--- src/rtl/mdio_pkg.sv ---
`timescale 1ns/1ps
// Package: shared constants for the MDIO management frame master.
// Assumes the fixed 32-bit command layout: start 31:30, op 29:28,
// PHY address 27:23, register 22:18, turnaround 17:16, data 15:0.
package mdio_pkg;
    localparam int FRAME_BITS   = 32;
    localparam int PRE_BITS     = 32;
    localparam int RD_BITS      = 16;
    localparam int OP_HI        = 29;
    localparam int OP_LO        = 28;
    localparam logic [1:0] OP_READ  = 2'b10;
    localparam logic [1:0] OP_WRITE = 2'b01;
    // Frame position (0 = bit 31) of the second turnaround bit.
    localparam int TA_RELEASE_POS = 15;
    // Frame position of the first read data bit.
    localparam int DATA_FIRST_POS = 16;

    // True when the command word encodes a read.
    function automatic logic word_is_read(input logic [FRAME_BITS-1:0] w);
        return w[OP_HI:OP_LO] == OP_READ;
    endfunction
endpackage

--- src/rtl/mdio_clk_div.sv ---
`timescale 1ns/1ps
// Module: MDC generator. While run is high, it toggles mdc every speed
// system clocks and flags each rising and falling edge one cycle early
// (rise/fall are high in the cycle before mdc changes).
// Assumes speed is stable while run is high. A speed of 0 never ticks.
module mdio_clk_div #(
    parameter int SPD_W = 8
) (
    input  logic             clk,
    input  logic             rst_n,
    input  logic             run,
    input  logic [SPD_W-1:0] speed,
    output logic             mdc,
    output logic             rise,
    output logic             fall
);
    logic [SPD_W-1:0] cnt_q;
    logic             mdc_q;
    logic             tick;

    // Half-period boundary: the counter has reached speed-1.
    assign tick = run && (speed != '0) && (cnt_q == speed - SPD_W'(1));
    assign rise = tick && !mdc_q;
    assign fall = tick && mdc_q;
    assign mdc  = mdc_q;

    // Count system clocks and toggle MDC at each half-period boundary.
    always_ff @(posedge clk) begin
        if (!rst_n || !run) begin
            cnt_q <= '0;
            mdc_q <= 1'b0;
        end else if (tick) begin
            cnt_q <= '0;
            mdc_q <= !mdc_q;
        end else begin
            cnt_q <= cnt_q + SPD_W'(1);
        end
    end
endmodule

--- src/rtl/mdio_frame_seq.sv ---
`timescale 1ns/1ps
// Module: frame sequencer. It latches a command word on start and steps one
// bit per MDC period. The drive value and enable change on MDC falling
// edges, and read data is sampled on MDC rising edges. fin pulses in the
// cycle before the final falling edge.
// Assumes start is asserted only while idle. Preamble bits come first when enabled.
module mdio_frame_seq
    import mdio_pkg::*;
#(
    parameter bit PREAMBLE_EN = 1'b1
) (
    input  logic                  clk,
    input  logic                  rst_n,
    input  logic                  start,
    input  logic [FRAME_BITS-1:0] cmd_word,
    input  logic                  rise,
    input  logic                  fall,
    input  logic                  mdio_in,
    output logic                  busy,
    output logic                  mdio_out,
    output logic                  mdio_oe,
    output logic                  fin,
    output logic                  rd_fin,
    output logic [RD_BITS-1:0]    rd_data
);
    localparam int PRE_LEN = PREAMBLE_EN ? PRE_BITS : 0;
    localparam int TOTAL   = PRE_LEN + FRAME_BITS;
    localparam int IDX_W   = $clog2(TOTAL + 1);
    localparam int POS_W   = $clog2(FRAME_BITS);

    logic                  busy_q;
    logic [IDX_W-1:0]      idx_q;
    logic [IDX_W-1:0]      idx_nxt;
    logic [FRAME_BITS-1:0] cmd_q;
    logic                  is_rd_q;
    logic                  drv_q;
    logic                  oe_q;
    logic [RD_BITS-1:0]    cap_q;
    logic                  pre_cur;
    logic                  pre_nxt;
    logic [POS_W-1:0]      pos_cur;
    logic [POS_W-1:0]      pos_nxt;
    logic                  last_bit;
    logic                  first_bit;
    logic                  nxt_bit;
    logic                  nxt_oe;

    assign idx_nxt = idx_q + IDX_W'(1);

    // Map the bit index to preamble or frame position, depending on the variant.
    generate
        if (PRE_LEN > 0) begin : g_pre
            assign pre_cur   = idx_q   < IDX_W'(PRE_LEN);
            assign pre_nxt   = idx_nxt < IDX_W'(PRE_LEN);
            assign pos_cur   = POS_W'(idx_q   - IDX_W'(PRE_LEN));
            assign pos_nxt   = POS_W'(idx_nxt - IDX_W'(PRE_LEN));
            assign first_bit = 1'b1;
        end else begin : g_nopre
            assign pre_cur   = 1'b0;
            assign pre_nxt   = 1'b0;
            assign pos_cur   = POS_W'(idx_q);
            assign pos_nxt   = POS_W'(idx_nxt);
            assign first_bit = cmd_word[FRAME_BITS-1];
        end
    endgenerate

    assign last_bit = idx_q == IDX_W'(TOTAL - 1);
    assign fin      = busy_q && fall && last_bit;
    assign rd_fin   = fin && is_rd_q;

    // Next drive bit and enable, applied at the coming MDC falling edge.
    always_comb begin
        nxt_bit = pre_nxt ? 1'b1 : cmd_q[POS_W'(FRAME_BITS - 1) - pos_nxt];
        nxt_oe  = !(is_rd_q && !pre_nxt && (pos_nxt >= POS_W'(TA_RELEASE_POS)));
    end

    // Frame control: latch the command, advance on falling edges, finish.
    always_ff @(posedge clk) begin
        if (!rst_n) begin
            busy_q  <= 1'b0;
            idx_q   <= '0;
            cmd_q   <= '0;
            is_rd_q <= 1'b0;
            drv_q   <= 1'b1;
            oe_q    <= 1'b0;
        end else if (start && !busy_q) begin
            busy_q  <= 1'b1;
            idx_q   <= '0;
            cmd_q   <= cmd_word;
            is_rd_q <= word_is_read(cmd_word);
            drv_q   <= first_bit;
            oe_q    <= 1'b1;
        end else if (busy_q && fall) begin
            if (last_bit) begin
                busy_q <= 1'b0;
                idx_q  <= '0;
                drv_q  <= 1'b1;
                oe_q   <= 1'b0;
            end else begin
                idx_q  <= idx_nxt;
                drv_q  <= nxt_bit;
                oe_q   <= nxt_oe;
            end
        end
    end

    // Read capture: shift in mdio_in on rising edges in the data phase.
    always_ff @(posedge clk) begin
        if (!rst_n) begin
            cap_q <= '0;
        end else if (start && !busy_q) begin
            cap_q <= '0;
        end else if (busy_q && rise && is_rd_q && !pre_cur &&
                     (pos_cur >= POS_W'(DATA_FIRST_POS))) begin
            cap_q <= {cap_q[RD_BITS-2:0], mdio_in};
        end
    end

    assign busy     = busy_q;
    assign mdio_out = drv_q;
    assign mdio_oe  = oe_q;
    assign rd_data  = cap_q;
endmodule

--- src/rtl/mdio_cmd_master.sv ---
`timescale 1ns/1ps
// Module: MDIO management frame master (top). It holds the data register
// and the sticky done event, and starts a frame on an accepted
// data-register write.
// Assumes speed_val stays constant during a frame. Writes during a frame,
// or while speed_val is 0, are dropped.
module mdio_cmd_master
    import mdio_pkg::*;
#(
    parameter int SPD_W       = 8,
    parameter bit PREAMBLE_EN = 1'b1
) (
    input  logic             clk,
    input  logic             rst_n,
    input  logic [SPD_W-1:0] speed_val,
    input  logic             cmd_wr,
    input  logic [31:0]      cmd_wdata,
    input  logic             ack_wr,
    input  logic             ack_bit,
    input  logic             mdio_in,
    output logic [31:0]      mgmt_data,
    output logic             done_evt,
    output logic             mdc,
    output logic             mdio_out,
    output logic             mdio_oe
);
    logic               busy;
    logic               accept;
    logic               rise;
    logic               fall;
    logic               fin;
    logic               rd_fin;
    logic [RD_BITS-1:0] rd_data;
    logic [31:0]        data_q;
    logic               evt_q;

    assign accept = cmd_wr && !busy && (speed_val != '0);

    mdio_clk_div #(.SPD_W(SPD_W)) u_div (
        .clk   (clk),
        .rst_n (rst_n),
        .run   (busy),
        .speed (speed_val),
        .mdc   (mdc),
        .rise  (rise),
        .fall  (fall)
    );

    mdio_frame_seq #(.PREAMBLE_EN(PREAMBLE_EN)) u_seq (
        .clk      (clk),
        .rst_n    (rst_n),
        .start    (accept),
        .cmd_word (cmd_wdata),
        .rise     (rise),
        .fall     (fall),
        .mdio_in  (mdio_in),
        .busy     (busy),
        .mdio_out (mdio_out),
        .mdio_oe  (mdio_oe),
        .fin      (fin),
        .rd_fin   (rd_fin),
        .rd_data  (rd_data)
    );

    // Data register: load on an accepted write, take read data at the end of a read.
    always_ff @(posedge clk) begin
        if (!rst_n) begin
            data_q <= '0;
        end else if (accept) begin
            data_q <= cmd_wdata;
        end else if (rd_fin) begin
            data_q[RD_BITS-1:0] <= rd_data;
        end
    end

    // Done event: set at the end of a frame (set wins), cleared by writing 1.
    always_ff @(posedge clk) begin
        if (!rst_n) begin
            evt_q <= 1'b0;
        end else if (fin) begin
            evt_q <= 1'b1;
        end else if (ack_wr && ack_bit) begin
            evt_q <= 1'b0;
        end
    end

    assign mgmt_data = data_q;
    assign done_evt  = evt_q;
endmodule


--- config.mk ---
export PLATFORM = sky130hd
export DESIGN_NAME = mdio_cmd_master
export DESIGN_NICKNAME = d
export VERILOG_FILES = /design/src/rtl/mdio_pkg.sv /design/src/rtl/mdio_clk_div.sv /design/src/rtl/mdio_frame_seq.sv /design/src/rtl/mdio_cmd_master.sv
export SDC_FILE = /design/constraint.sdc
export NUM_CORES = 1
export LEC_CHECK = 0
export BUFFER_PORTS_ARGS = -buffer_cell sky130_fd_sc_hd__buf_2
export CAP_MARGIN = 15
export CORE_ASPECT_RATIO = 1.25
export CORE_MARGIN = 5
export CORE_UTILIZATION = 50
export DETAILED_ROUTE_END_ITERATION = 7
export HOLD_SLACK_MARGIN = 0.12
export PLACE_DENSITY = 0.76
export SLEW_MARGIN = 30
export SYNTH_ARGS = -nofsm -noshare
export SYNTH_HDL_FRONTEND = slang
export SYNTH_SLANG_ARGS = --single-unit
--- constraint.sdc ---
create_clock -name clk -period 2.6 [get_ports clk]
set_input_delay 0.13 -clock clk [delete_from_list [all_inputs] [get_ports clk]]
set_output_delay 0.13 -clock clk [all_outputs]
set_load 0.05 [all_outputs]
* Word level (Yosys, flattened, before mapping)
Cells that the tools add are included.
** Storage, ports and cells
- Register bits after elaboration :: 101
- Logic and storage cells :: 74
- Output and inout bits :: 36
- Input port bits :: 46
** Cells by class
- Equality and inequality tests :: 3
- Reduce and logical (&&, ||, !) cells :: 32
- $add $sub $neg :: 6
- Muxes and demuxes :: 15
- Bitwise logic cells :: 1
- Order comparisons :: 5
** Operators with widths (count)
- $mux 16 :: 2
- $logic_and 1x1->1 :: 17
- $lt 7x6->1 const B :: 2
- $mux 1 :: 11
- $sub 5x1->5 const B :: 2
- $add 8x1->8 const B :: 1
- $eq 8x8->1 :: 1
- $reduce_bool 2->1 :: 4
- $reduce_bool 8->1 :: 1
- $sub 8x1->8 const B :: 1
- $add 7x1->7 const B :: 1
- $eq 7x6->1 const B :: 1
- $mux 7 :: 1
- $logic_not 1->1 :: 6
- $lt 5x6->1 const B :: 1
- $bmux 1 s5 :: 1
- $ge 5x4->1 const B :: 1
- $ge 5x5->1 const B :: 1
- $sub 5x5->5 const A :: 1
- $reduce_or 2->1 :: 2
- $eq 2x2->1 const B :: 1
- $reduce_and 2->1 :: 1
- $logic_or 1x1->1 :: 1
- $not 1->1 :: 1

* Logic depth before layout (Yosys ltp)
Gate-level depths: netlist of the first run.
- Word-level depth :: 9
- Depth in mapped cells :: 12
- Depth with buffers taken out :: 9

* By module
From an unflattened synthesis of the first run, not the netlist that was laid out.
** Second synthesis, totals
- Cell total of the unflattened synthesis :: 531
- Area, all modules :: 4827.1 um^2
** By module, submodules not included
- mdio_frame_seq :: times used 1, seq. area each 1181.1 um^2, cells an instance 292, area an instance 2660.1 um^2
- mdio_cmd_master :: times used 1, seq. area each 660.6 um^2, cells an instance 164, area an instance 1530.2 um^2
- mdio_clk_div :: times used 1, seq. area each 180.2 um^2, cells an instance 75, area an instance 636.9 um^2

* Least setup slack after synthesis of the first run
Ideal clock, no wire load.
- Path type :: register -> register
- From :: reg u_seq.idx_q[0]
- To :: reg u_seq.drv_q (netlist: u_seq.mdio_out)
- Library setup time :: 120 ps
- Required time :: 2480 ps
- Path slack :: -217 ps
- Data arrival time :: 2697 ps
- Cell stages (with the launch flop) :: 13
- Clock period less this slack :: 2817 ps
- Buffers on the path :: 3
- Path through :: dfxtp_1 clkbuf_1 buf_1 inv_1 ha_1 clkbuf_1 mux4_2 nor2b_1 a211oi_1 a21oi_1 o21ai_0 nand4_1 o31a_1
** Between the ends
- Cells in the longest elaborated chain, start to end :: 7
- Elaborated cells between the ends (all ways) :: 9
- Those cells by class :: add/sub (3); order compare (1); eq/ne (1); mux (4)
** Ends and longest elaborated chain
- start, declared :: line mdio_frame_seq.sv:32 : logic [IDX_W-1:0] idx_q;
- start signal, assigned :: line mdio_frame_seq.sv:100 : idx_q <= idx_nxt;
- $add 7x1->7 :: line mdio_frame_seq.sv:48 : assign idx_nxt = idx_q + IDX_W'(1);
- $sub 5x1->5 :: line mdio_frame_seq.sv:56 : assign pos_nxt = POS_W'(idx_nxt - IDX_W'(PRE_LEN));
- $sub 5x5->5 :: line mdio_frame_seq.sv:73 : nxt_bit = pre_nxt ? 1'b1 : cmd_q[POS_W'(FRAME_BITS - 1) - pos_nxt];
- $bmux 1 s5 :: line mdio_frame_seq.sv:73
- $mux 1 (not written as such) :: line mdio_frame_seq.sv:73
- $mux 1 :: line mdio_frame_seq.sv:73
- $mux 1 (*) :: line mdio_frame_seq.sv:94 : if (last_bit) begin
- end signal, assigned :: line mdio_frame_seq.sv:91 : drv_q <= first_bit;
- end signal, assigned :: line mdio_frame_seq.sv:101 : drv_q <= nxt_bit;
- end, declared :: line mdio_frame_seq.sv:36 : logic drv_q;
Every way passes the cells marked *; elsewhere a longest branch is shown, timed or not. The select of a mux whose other input is x is not followed.
A chain may end at the register's enable or synchronous reset.

* Worst setup path in the final report of the first run
- From :: reg u_div.cnt_q[5]
- To :: reg data_q[0] (netlist: mgmt_data[0])
** Between the ends
- Cells in the longest elaborated chain, start to end :: 7
** Ends and longest elaborated chain
- start, declared :: line mdio_clk_div.sv:17 : logic [SPD_W-1:0] cnt_q;
- start signal, assigned :: line mdio_clk_div.sv:36 : cnt_q <= cnt_q + SPD_W'(1);
- $eq 8x8->1 :: line mdio_clk_div.sv:22 : assign tick = run && (speed != '0) && (cnt_q == speed - SPD_W'(1));
- $logic_and 1x1->1 :: line mdio_clk_div.sv:22
- $logic_and 1x1->1 :: line mdio_clk_div.sv:24 : assign fall = tick && mdc_q;
- $logic_and 1x1->1 (2 in series) :: line mdio_frame_seq.sv:68 : assign fin = busy_q && fall && last_bit;
- $logic_and 1x1->1 :: line mdio_frame_seq.sv:69 : assign rd_fin = fin && is_rd_q;
- $reduce_bool 2->1 (no source line)
- end signal, assigned :: line mdio_cmd_master.sv:70 : data_q <= cmd_wdata;
- end signal, assigned by index :: line mdio_cmd_master.sv:72 : data_q[RD_BITS-1:0] <= rd_data;
- end, declared :: line mdio_cmd_master.sv:34 : logic [31:0] data_q;
No other way between the ends.

==> impl_metrics.tcl, run 1 <==
set metrics [dict create \
    die_w_um 94.9 \
    synth_xor_xnor_area_share 0.0428 \
    layout-drive-gt1-share 0.207 \
    end_kind "flip-flop" \
    dr_total_vias 3816 \
    synth_edf_count 0 \
    fin_skew_ps 19.7 \
    worst_pin_slew_ps 907 \
    gr-usage-all-layers 0.194 \
    synth_mux_area_frac 0.118 \
    path_max_fanout 16 \
    n_antenna_cell 0 \
    rows 38 \
    grt_pass1_wl_um 17100 \
    nNetsFinal 649 \
    synth_top_area_frac 0.449 \
    ys_seq_area_frac 0.449 \
    grt_remaining_overflow 0 \
    tritoncts "done" \
    max-cap-violations 0 \
    async_flop_share 0 \
    maxSlewViolCount 0 \
    hold_violations 0 \
    rsz0062_at_grt "no" \
    grt_start_max_net_pins 63 \
    drt_pass1_iterations 4 \
    critPathLaunchType "flip-flop" \
    yosys.area.top_type "dfxtp_1" \
    syn_inst 497 \
    synth_compound_area_frac 0.163 \
    yosysUniqueCellTypes 44 \
    period_needed_ps 2460 \
    status "finished, final reports clean" \
    port_buffers 81 \
    fmax_mhz 406 \
    peakVddDrop_uv 384 \
    ios 82 \
    post-route-period-util 0.946 \
    clock_latency_ps 370 \
    hpwl_um 7240 \
    p_total_uw 3100 \
    clk_pin_slew_ps 110 \
    drc_errors 0 \
    start_util 0.515 \
    synth_top_family_by_area "simple AND/OR/NAND/NOR gates" \
    setup_tns_ps 0 \
    gp_congestion 0.888 \
    synthAdderAreaFrac 0.0111 \
    critical_path_arrival_ps 2710 \
    cp_data_required_time_ps 2850 \
    viasPerCell 5.27 \
    cts-resized-gates 0 \
    cts_buffers 9 \
    drtIter0Drc 241 \
    p_leak_uw 0.00230 \
    holdCritPathClass "in -> reg" \
    antenna_found_initial 0 \
    yosys_warnings 0 \
    avgRoutedWirePerCell_um 14.5 \
    area_delta_synth_final_pct 23.3 \
    synth_ff_type "dfxtp_1" \
    synthSimpleGateAreaFrac 0.177 \
    slew_headroom 0.395 \
    fin_ws_ps 139 \
    dieHeight_um 116 \
    busiest_layer "met2" \
    grt_pass1_vias 3750 \
    die_area_sq_um 11000 \
    synth_fp_nets 547 \
    core_area_sq_um 8750 \
    yosys-top-cells-area "dfxtp_1 45%, nand2_1 9.2%, a21boi_0 8.5%, mux2i_1 7.6%, mux4_2 4.0%" \
    ctsHoldBuffers 33 \
    grtUsageMet1 0.242 \
    met3_usage 0.0399 \
    final_cell_mix "110 x nand2_1, 101 x dfxtp_1, 81 x buf_2" \
    powerDensity_nw_per_um2 558 \
    root_buffer "clkbuf_8" \
    crit_type "reg -> reg" \
    synth_seq_cells 101 \
    cts_setup_buffers 0 \
    dp_slack_ps 156 \
    mostFrequentLayoutCell "nand2_1" \
    grt_use_met2 0.338 \
    setup_viol 0 \
    synth_area_sq_um 4500 \
    clkSinkCount 101 \
    wl_um 10500 \
    htree_num_levels 3 \
    final_antenna_net_count 0 \
    syn_avg_cell_area_sq_um 9.06 \
    clk_path_buf_depth 2 \
]
worst max-delay path, cell delays in order, from the launching register on:
cell and delay (ps):
dfxtp_1 480, xnor2_1 160, nand2_1 80, or3b_4 420, a311oi_4 360, buf_4 200
nand3_2 70, buf_4 240, mux2i_1 230, a21oi_1 120
area by class of cell:
type	count	area (sq um)
multi-input cells	355	2300
inverters	5	18.8
clock inverters	7	73.8
fillers	764	3200
repair buffers	127	858
flip-flops and latches	101	2020
clock buffers	9	124
well taps	120	150
through the flow:
stage | cells | hold WS [ps] | utilization | instance area, sq um
6_report | 724 | 193 | 0.635 | 5550
5_1_grt | 724 | 211 | 0.635 | 5550
4_1_cts | 724 | 178 | 0.635 | 5550
3_5_place_dp | 675 | 401 | 0.574 | 5020
3_3_place_gp | 675 | 389 | 0.574 | 5020
2_1_floorplan | 497 | 272 | - | 4510
registers in the layout, indices dropped and copies added, names as in the netlist:
name and flops:
u_seq.rd_data 16, u_seq.mdio_oe 1, u_seq.mdio_out 1, u_seq.cmd_q 32
mgmt_data 32, u_seq.idx_q 7, done_evt 1, u_seq.busy 1
u_div.mdc 1, u_div.cnt_q 8, u_seq.is_rd_q 1
logic make-up after synthesis:
group,count (synthesis)
muxes,43
and+or+nand+nor,176
adders and majority gates,4
DFF,101
AOI/OAI and AO/OA,110
buffers and inverters,41
xor gates and xnor gates,22
Yosys cell counts (all sizes together) (2+ instances only):
| cell | n |
|---|---|
| and3 | 7 |
| nand2 | 111 |
| nor3 | 3 |
| mux2i | 34 |
| or3 | 6 |
| nor2 | 16 |
| nand3b | 2 |
| a21oi | 24 |
| nor2b | 3 |
| o21ai | 23 |
| xor2 | 14 |
| mux4 | 8 |
| o211ai | 4 |
| nand4 | 4 |
| ha | 4 |
| dfxtp | 101 |
| clkbuf | 29 |
| inv | 5 |
| and2 | 3 |
| nand3 | 15 |
| buf | 7 |
| xnor2 | 8 |
| a21boi | 51 |
layer usage:
metal / vias up / share of wire
li1: 1906 / -
met1: 1771 / 0.43
met2: 121 / 0.50
met3: 18 / 0.055
met4: 0 / 0.018
met5: - / 0
where the power goes:
group | internal (uW) | switching (uW) | total (uW)
combinational | 169 | 304 | 474
clock | 380 | 592 | 972
sequential | 1620 | 36.7 | 1650
total | 2170 | 933 | 3100
final timing paths:
path                            depth (start not counted)            end  slack (ps)            from
worst max-delay path                                    9   mgmt_data[0]         140  u_div.cnt_q[5]
worst min-delay path                                    5       done_evt         190         ack_bit
worst max register to register                          9   mgmt_data[0]         140  u_div.cnt_q[5]
worst min register to register                          2  mgmt_data[30]         470   mgmt_data[30]
(Power assumes the default switching activity.)
==> run 2, diff against run 1 <==
--- a/config.mk
+++ b/config.mk
@@ -5,6 +5,7 @@
 export SDC_FILE = /design/constraint.sdc
 export NUM_CORES = 1
 export LEC_CHECK = 0
+export ABC_AREA = 1
 export BUFFER_PORTS_ARGS = -buffer_cell sky130_fd_sc_hd__buf_2
 export CAP_MARGIN = 15
 export CORE_ASPECT_RATIO = 1.25
==> run 2 against run 1 <==
Compared with the run above: final cell count rose by 22%; maximum frequency increased by 7.4%; largest power group unchanged; setup slack gained 170 ps; critical path depth is 3 higher; highest routed layer unchanged; synthesized area unchanged.
==> impl_metrics.tcl, run 2 <==
set metrics [dict create \
    nNetsFinal 810 \
    status "finished, final reports clean" \
    htree_num_levels 3 \
    utilization 0.637 \
    max-cap-violations 0 \
    end_kind "flip-flop" \
    yosys.area.top_type "dfxtp_1" \
    path_max_fanout 16 \
    crit_path_frequent_cell "inv_1" \
    die_area_sq_um 11000 \
    holdPathStages 3 \
    gp_congestion 0.889 \
    clk_path_buf_depth 2 \
    worst_pin_slew_ps 569 \
    drc_errors 0 \
    crit_path_top_delay_cell "dlygate4sd3_1" \
    die_w_um 94.9 \
    grt_remaining_overflow 0 \
    p_leak_uw 0.00268 \
    ios 82 \
    synth.most_common_cell "nand2_1" \
    drtIter0Drc 177 \
    path_cells "buf_2 > inv_1 > ha_1 > inv_1 > nor2_1 > nand4_1 > nand2_1 > nor2_2 > nor2_4 > inv_1 > o22ai_1 > dlygate4sd3_1" \
    synth_edf_count 0 \
    critical_path_arrival_ps 2600 \
    area_delta_synth_final_pct 23.8 \
    clk_pin_slew_ps 100 \
    synth_ff_type "dfxtp_1" \
    yosys_warnings 0 \
    critPathLaunchType "input pin" \
    start_util 0.515 \
    rsz0062_at_grt "no" \
    final_antenna_net_count 0 \
    synth_seq_cells 101 \
    synth_area_sq_um 4500 \
    port_buffers 81 \
    powerDensity_nw_per_um2 573 \
    grt_start_max_net_pins 34 \
    avgRoutedWirePerCell_um 12.3 \
    ys_seq_area_frac 0.449 \
    dieHeight_um 116 \
    yosys-top-cells-count "150 x nand2_1, 101 x dfxtp_1, 89 x inv_1, 80 x o21ai_0, 79 x nor2_1" \
    final_cell_mix "150 x nand2_1, 101 x dfxtp_1, 89 x inv_1" \
    clkSinkCount 101 \
    post-route-period-util 0.881 \
    crit_type "in -> reg" \
    rows 38 \
    root_buffer "clkbuf_8" \
    drt_pass1_iterations 4 \
    syn_inst 652 \
    clock_latency_ps 370 \
    hpwl_um 7710 \
    yosys-top-cells-area "dfxtp_1 45%, nand2_1 13%, o21ai_0 8.9%, inv_1 7.4%, nor2_1 6.6%" \
    setup_tns_ps 0 \
    gr-usage-all-layers 0.211 \
    fin_skew_ps 5.88 \
    layout-drive-gt1-share 0.152 \
    mostFrequentLayoutCell "nand2_1" \
    grt_pass1_wl_um 18700 \
    fmax_mhz 436 \
    async_flop_share 0 \
    viasPerCell 4.88 \
    crit_family "buffers and inverters" \
    grt_pass1_vias 4103 \
    setup_viol 0 \
    maxSlewViolCount 0 \
    wl_um 10900 \
    yosysUniqueCellTypes 27 \
    antenna_found_initial 0 \
    core_area_sq_um 8750 \
    slew_headroom 0.619 \
    worst-r2r-cell-count 9 \
    critPathMaxStageDelay_ps 570 \
    dr_total_vias 4322 \
    tritoncts "done" \
    period_needed_ps 2290 \
    critical_path_buf_inv_count 5 \
    peakVddDrop_uv 421 \
    synth_fp_nets 702 \
    cts_setup_buffers 0 \
    cts_buffers 9 \
    hold_violations 0 \
    n_antenna_cell 0 \
    synth_top_area_frac 0.449 \
    holdCritPathClass "in -> reg" \
    cp_num_cells 12 \
    syn_avg_cell_area_sq_um 6.91 \
    cp_data_required_time_ps 2910 \
]
-- run 2: cells by family (layout without fill, tap and decap cells) --
kind of cell               Yosys count  in the layout  share of synthesized area
AOI/OAI and AO/OA                  138            138                      0.162
adders and majority gates            4              4                     0.0111
buffers and inverters              121            234                      0.104
xor gates and xnor gates            11             11                     0.0214
DFF                                101            101                      0.449
and+or+nand+nor                    277            277                      0.252
-- run 2: power by group --
part	internal [uW]	total [uW]	switching, uW
combinational	175	534	359
clock	448	995	547
sequential	1630	1670	39.4
-- run 2: metrics by stage --
| step | cell area (sq um) | hold WS, ps | total power, uW | instances | setup slack, ps |
|---|---|---|---|---|---|
| 2_1_floorplan | 4500 | 236 | 2050 | 652 | 471 |
| 3_3_place_gp | 5020 | 351 | 2180 | 833 | 352 |
| 3_5_place_dp | 5020 | 354 | 2200 | 833 | 344 |
| 4_1_cts | 5580 | 154 | 3220 | 885 | 374 |
| 5_1_grt | 5580 | 169 | 3350 | 885 | 80.4 |
| 6_report | 5580 | 165 | 3190 | 885 | 309 |
-- run 2: timing repair --
action / 4_1_cts / 5_1_grt
endpoints found under the hold margin: 51 / 0
hold buffers: 36 / 0
gates resized for setup: 0 / 0
-- run 2: worst register-to-register path, delay by kind of cell (launching register included) --
| family | cells | cell delay (ps) |
|---|---|---|
| AOI/OAI and AO/OA | 1 | 200 |
| adders and majority gates | 1 | 240 |
| buffers and inverters | 2 | 320 |
| DFF | 1 | 540 |
| and+or+nand+nor | 5 | 840 |
-- run 2: worst paths after layout --
| path | from | endpoint | slack, ps |
|---|---|---|---|
| setup / recovery | speed_val[0] | u_seq.is_rd_q | 310 |
| hold / removal | rst_n | mgmt_data[0] | 170 |
| setup reg to reg | u_seq.idx_q[0] | mgmt_data[11] | 350 |
| hold reg to reg | u_div.cnt_q[0] | u_div.cnt_q[0] | 450 |
-- run 2: area by class of cell --
cell class,count,area (sq um)
inverter,90,338
fill,808,3170
multi-input combinational,430,2020
clock buffer,9,124
tap,120,150
sequential,101,2020
clock inverter,7,73.8
timing repair buffer,128,848
-- run 2: per-layer routing --
metal | vias to the layer above | global-route usage | wire length [um]
li1 | 2275 | - | -
met1 | 1913 | 0.274 | 4990
met2 | 112 | 0.351 | 5100
met3 | 22 | 0.0464 | 581
met4 | 0 | 0.0664 | 217
met5 | - | 0 | 0
==> run 3, diff against run 2 <==
--- a/config.mk
+++ b/config.mk
@@ -9,11 +9,12 @@
 export BUFFER_PORTS_ARGS = -buffer_cell sky130_fd_sc_hd__buf_2
 export CAP_MARGIN = 15
 export CORE_ASPECT_RATIO = 1.25
-export CORE_MARGIN = 5
-export CORE_UTILIZATION = 50
+export CORE_MARGIN = 1.5
+export CORE_UTILIZATION = 52
+export CTS_BUF_LIST = sky130_fd_sc_hd__clkbuf_8
 export DETAILED_ROUTE_END_ITERATION = 7
 export HOLD_SLACK_MARGIN = 0.12
-export PLACE_DENSITY = 0.76
+export PLACE_DENSITY = 0.78
 export SLEW_MARGIN = 30
 export SYNTH_ARGS = -nofsm -noshare
 export SYNTH_HDL_FRONTEND = slang
==> run 3 against run 2 <==
Compared with the run above: utilization is 2.7 points higher; global-route usage up 3.5 points; clock skew grew 1.2 ps; worst hold slack improved by 15 ps; cell area shrank 0.79%; register-to-register slack worse by 50 ps; die area fell by 16%; non-clock buffer count decreased by 1; first-iteration DRC count up 64%; clock power shrank 2%; critical path depth unchanged; largest cell class unchanged; largest power group unchanged; highest routed layer unchanged.
==> impl_metrics.tcl, run 3 (synthesis gave the netlist of run 2 again) <==
set metrics [dict create \
    die_w_um 86.2 \
    hpwl_um 7370 \
    grt_start_max_net_pins 33 \
    hold_violations 0 \
    crit_path_top_delay_cell "ha_1" \
    fmax_mhz 435 \
    r2r_slack_ps 300 \
    status "finished, final reports clean" \
    dr_total_vias 4448 \
    gr-usage-all-layers 0.246 \
    avgRoutedWirePerCell_um 12.7 \
    holdCritPathClass "in -> reg" \
    cts_setup_buffers 0 \
    gp_congestion 0.904 \
    wl_um 10900 \
    dieHeight_um 107 \
    max-cap-violations 0 \
    rsz0062_at_grt "no" \
    final_antenna_net_count 0 \
    n_fill_cell 712 \
    start_util 0.540 \
    ctsHoldBuffers 36 \
    maxSlewViolCount 0 \
    root_buffer "clkbuf_8" \
    area_delta_synth_final_pct 22.9 \
    p_int_uw 2260 \
    mostFrequentLayoutCell "nand2_1" \
    setup_tns_ps 0 \
    fin_ws_ps 303 \
    nNetsFinal 809 \
    whs_ps 180 \
    layout-drive-gt1-share 0.148 \
    p_leak_uw 0.00268 \
    path_max_fanout 15 \
    clock_latency_ps 370 \
    rows 37 \
    core_area_sq_um 8330 \
    final_cell_mix "150 x nand2_1, 101 x dfxtp_1, 90 x inv_1" \
    clk_path_buf_depth 2 \
    tritoncts "done" \
    dp_slack_ps 315 \
    post-route-period-util 0.884 \
    antenna_found_initial 0 \
    grt_pass1_vias 4136 \
    critPathLaunchType "flip-flop" \
    worst_pin_slew_ps 633 \
    drtIter0Drc 291 \
    cts-resized-gates 0 \
    drt_pass1_iterations 5 \
    peakVddDrop_uv 482 \
    die_area_sq_um 9230 \
    critPathMaxStageDelay_ps 600 \
    end_kind "flip-flop" \
    drc_errors 0 \
    pwr-share-clk 0.308 \
    seq_power_share 0.524 \
    port_buffers 81 \
    grt_remaining_overflow 0 \
    period_needed_ps 2300 \
    critical_path_arrival_ps 2610 \
    cts_buffers 9 \
    pwr-share-comb 0.168 \
    path_cells "inv_1 > ha_1 > inv_1 > a21oi_1 > o21ai_0 > nand2_1 > nand2_1 > nand3_1 > o211ai_1 > nand4_1 > nand2_1 > nand2_1" \
    viasPerCell 5.17 \
    slew_headroom 0.578 \
    setup_viol 0 \
    clk_pin_slew_ps 90 \
    htree_num_levels 3 \
    crit_type "reg -> reg" \
    clkSinkCount 101 \
    fin_skew_ps 7.09 \
    switchingPower_uw 919 \
    ios 82 \
    switching_share 0.289 \
    cp_data_required_time_ps 2910 \
    n_antenna_cell 0 \
    powerDensity_nw_per_um2 575 \
    crit_path_frequent_cell "nand2_1" \
    grt_pass1_wl_um 18000 \
]
## run 3: changes by cell type in the layout (fill, tap and decap cells not counted)
cell	previous run	this run
inv_6	1	0
inv_1	89	90
clkinv_4	2	1
clkinvlp_4	1	0
buf_4	11	10
clkbuf_8	9	10
## run 3: worst paths after layout
path / startpoint / to / cells past startpoint
setup reg to reg: u_seq.idx_q[0] / u_seq.mdio_out / 12
setup / recovery: u_seq.idx_q[0] / u_seq.mdio_out / 12
hold reg to reg: mgmt_data[21] / mgmt_data[21] / 2
hold / removal: rst_n / mgmt_data[8] / 3
## run 3: final cells by class
| type | instances | area (sq um) | area share |
|---|---|---|---|
| sequential | 101 | 2020 | 0.365 |
| timing repair buffer | 127 | 841 | 0.152 |
| clock buffer | 10 | 138 | 0.0249 |
| clock inverter | 5 | 52.6 | 0.00950 |
| multi-input combinational | 430 | 2020 | 0.365 |
| inverter | 90 | 338 | 0.0611 |
| tap | 97 | 121 | 0.0219 |
## run 3: through the flow
stage	util	cell area, sq um	power, uW	std cells
final	0.664	5530	3180	860
after global routing	0.664	5530	3340	860
after CTS	0.664	5530	3190	860
after detailed placement	0.598	4980	2190	809
after global placement	0.598	4980	2180	809
after floorplan	-	4500	2050	652
## run 3: power groups by stage
| stage | Clock [uW] | Sequential [uW] | Combinational [uW] |
|---|---|---|---|
| 6_report | 980 | 1670 | 535 |
| 5_1_grt | 1070 | 1680 | 589 |
| 4_1_cts | 998 | 1670 | 531 |
| 3_5_place_dp | 0 | 1700 | 491 |
| 3_3_place_gp | 0 | 1700 | 481 |
| 2_1_floorplan | 0 | 1840 | 211 |
## run 3: critical path, delay by kind of cell (launching register included)
kind	cells	cell delay, ps
buffers and inverters	2	320
flip-flops	1	520
AO/OA/AOI/OAI	3	350
adder cells (fa/ha/maj)	1	600
AND/OR/NAND/NOR	6	460
## run 3: layer usage
layer	share of wire	GRT usage	up-vias
met1	0.44	0.309	2007
met4	0.018	0.0945	0
met5	0	0	-
li1	-	-	2275
met3	0.056	0.0485	17
met2	0.48	0.416	149
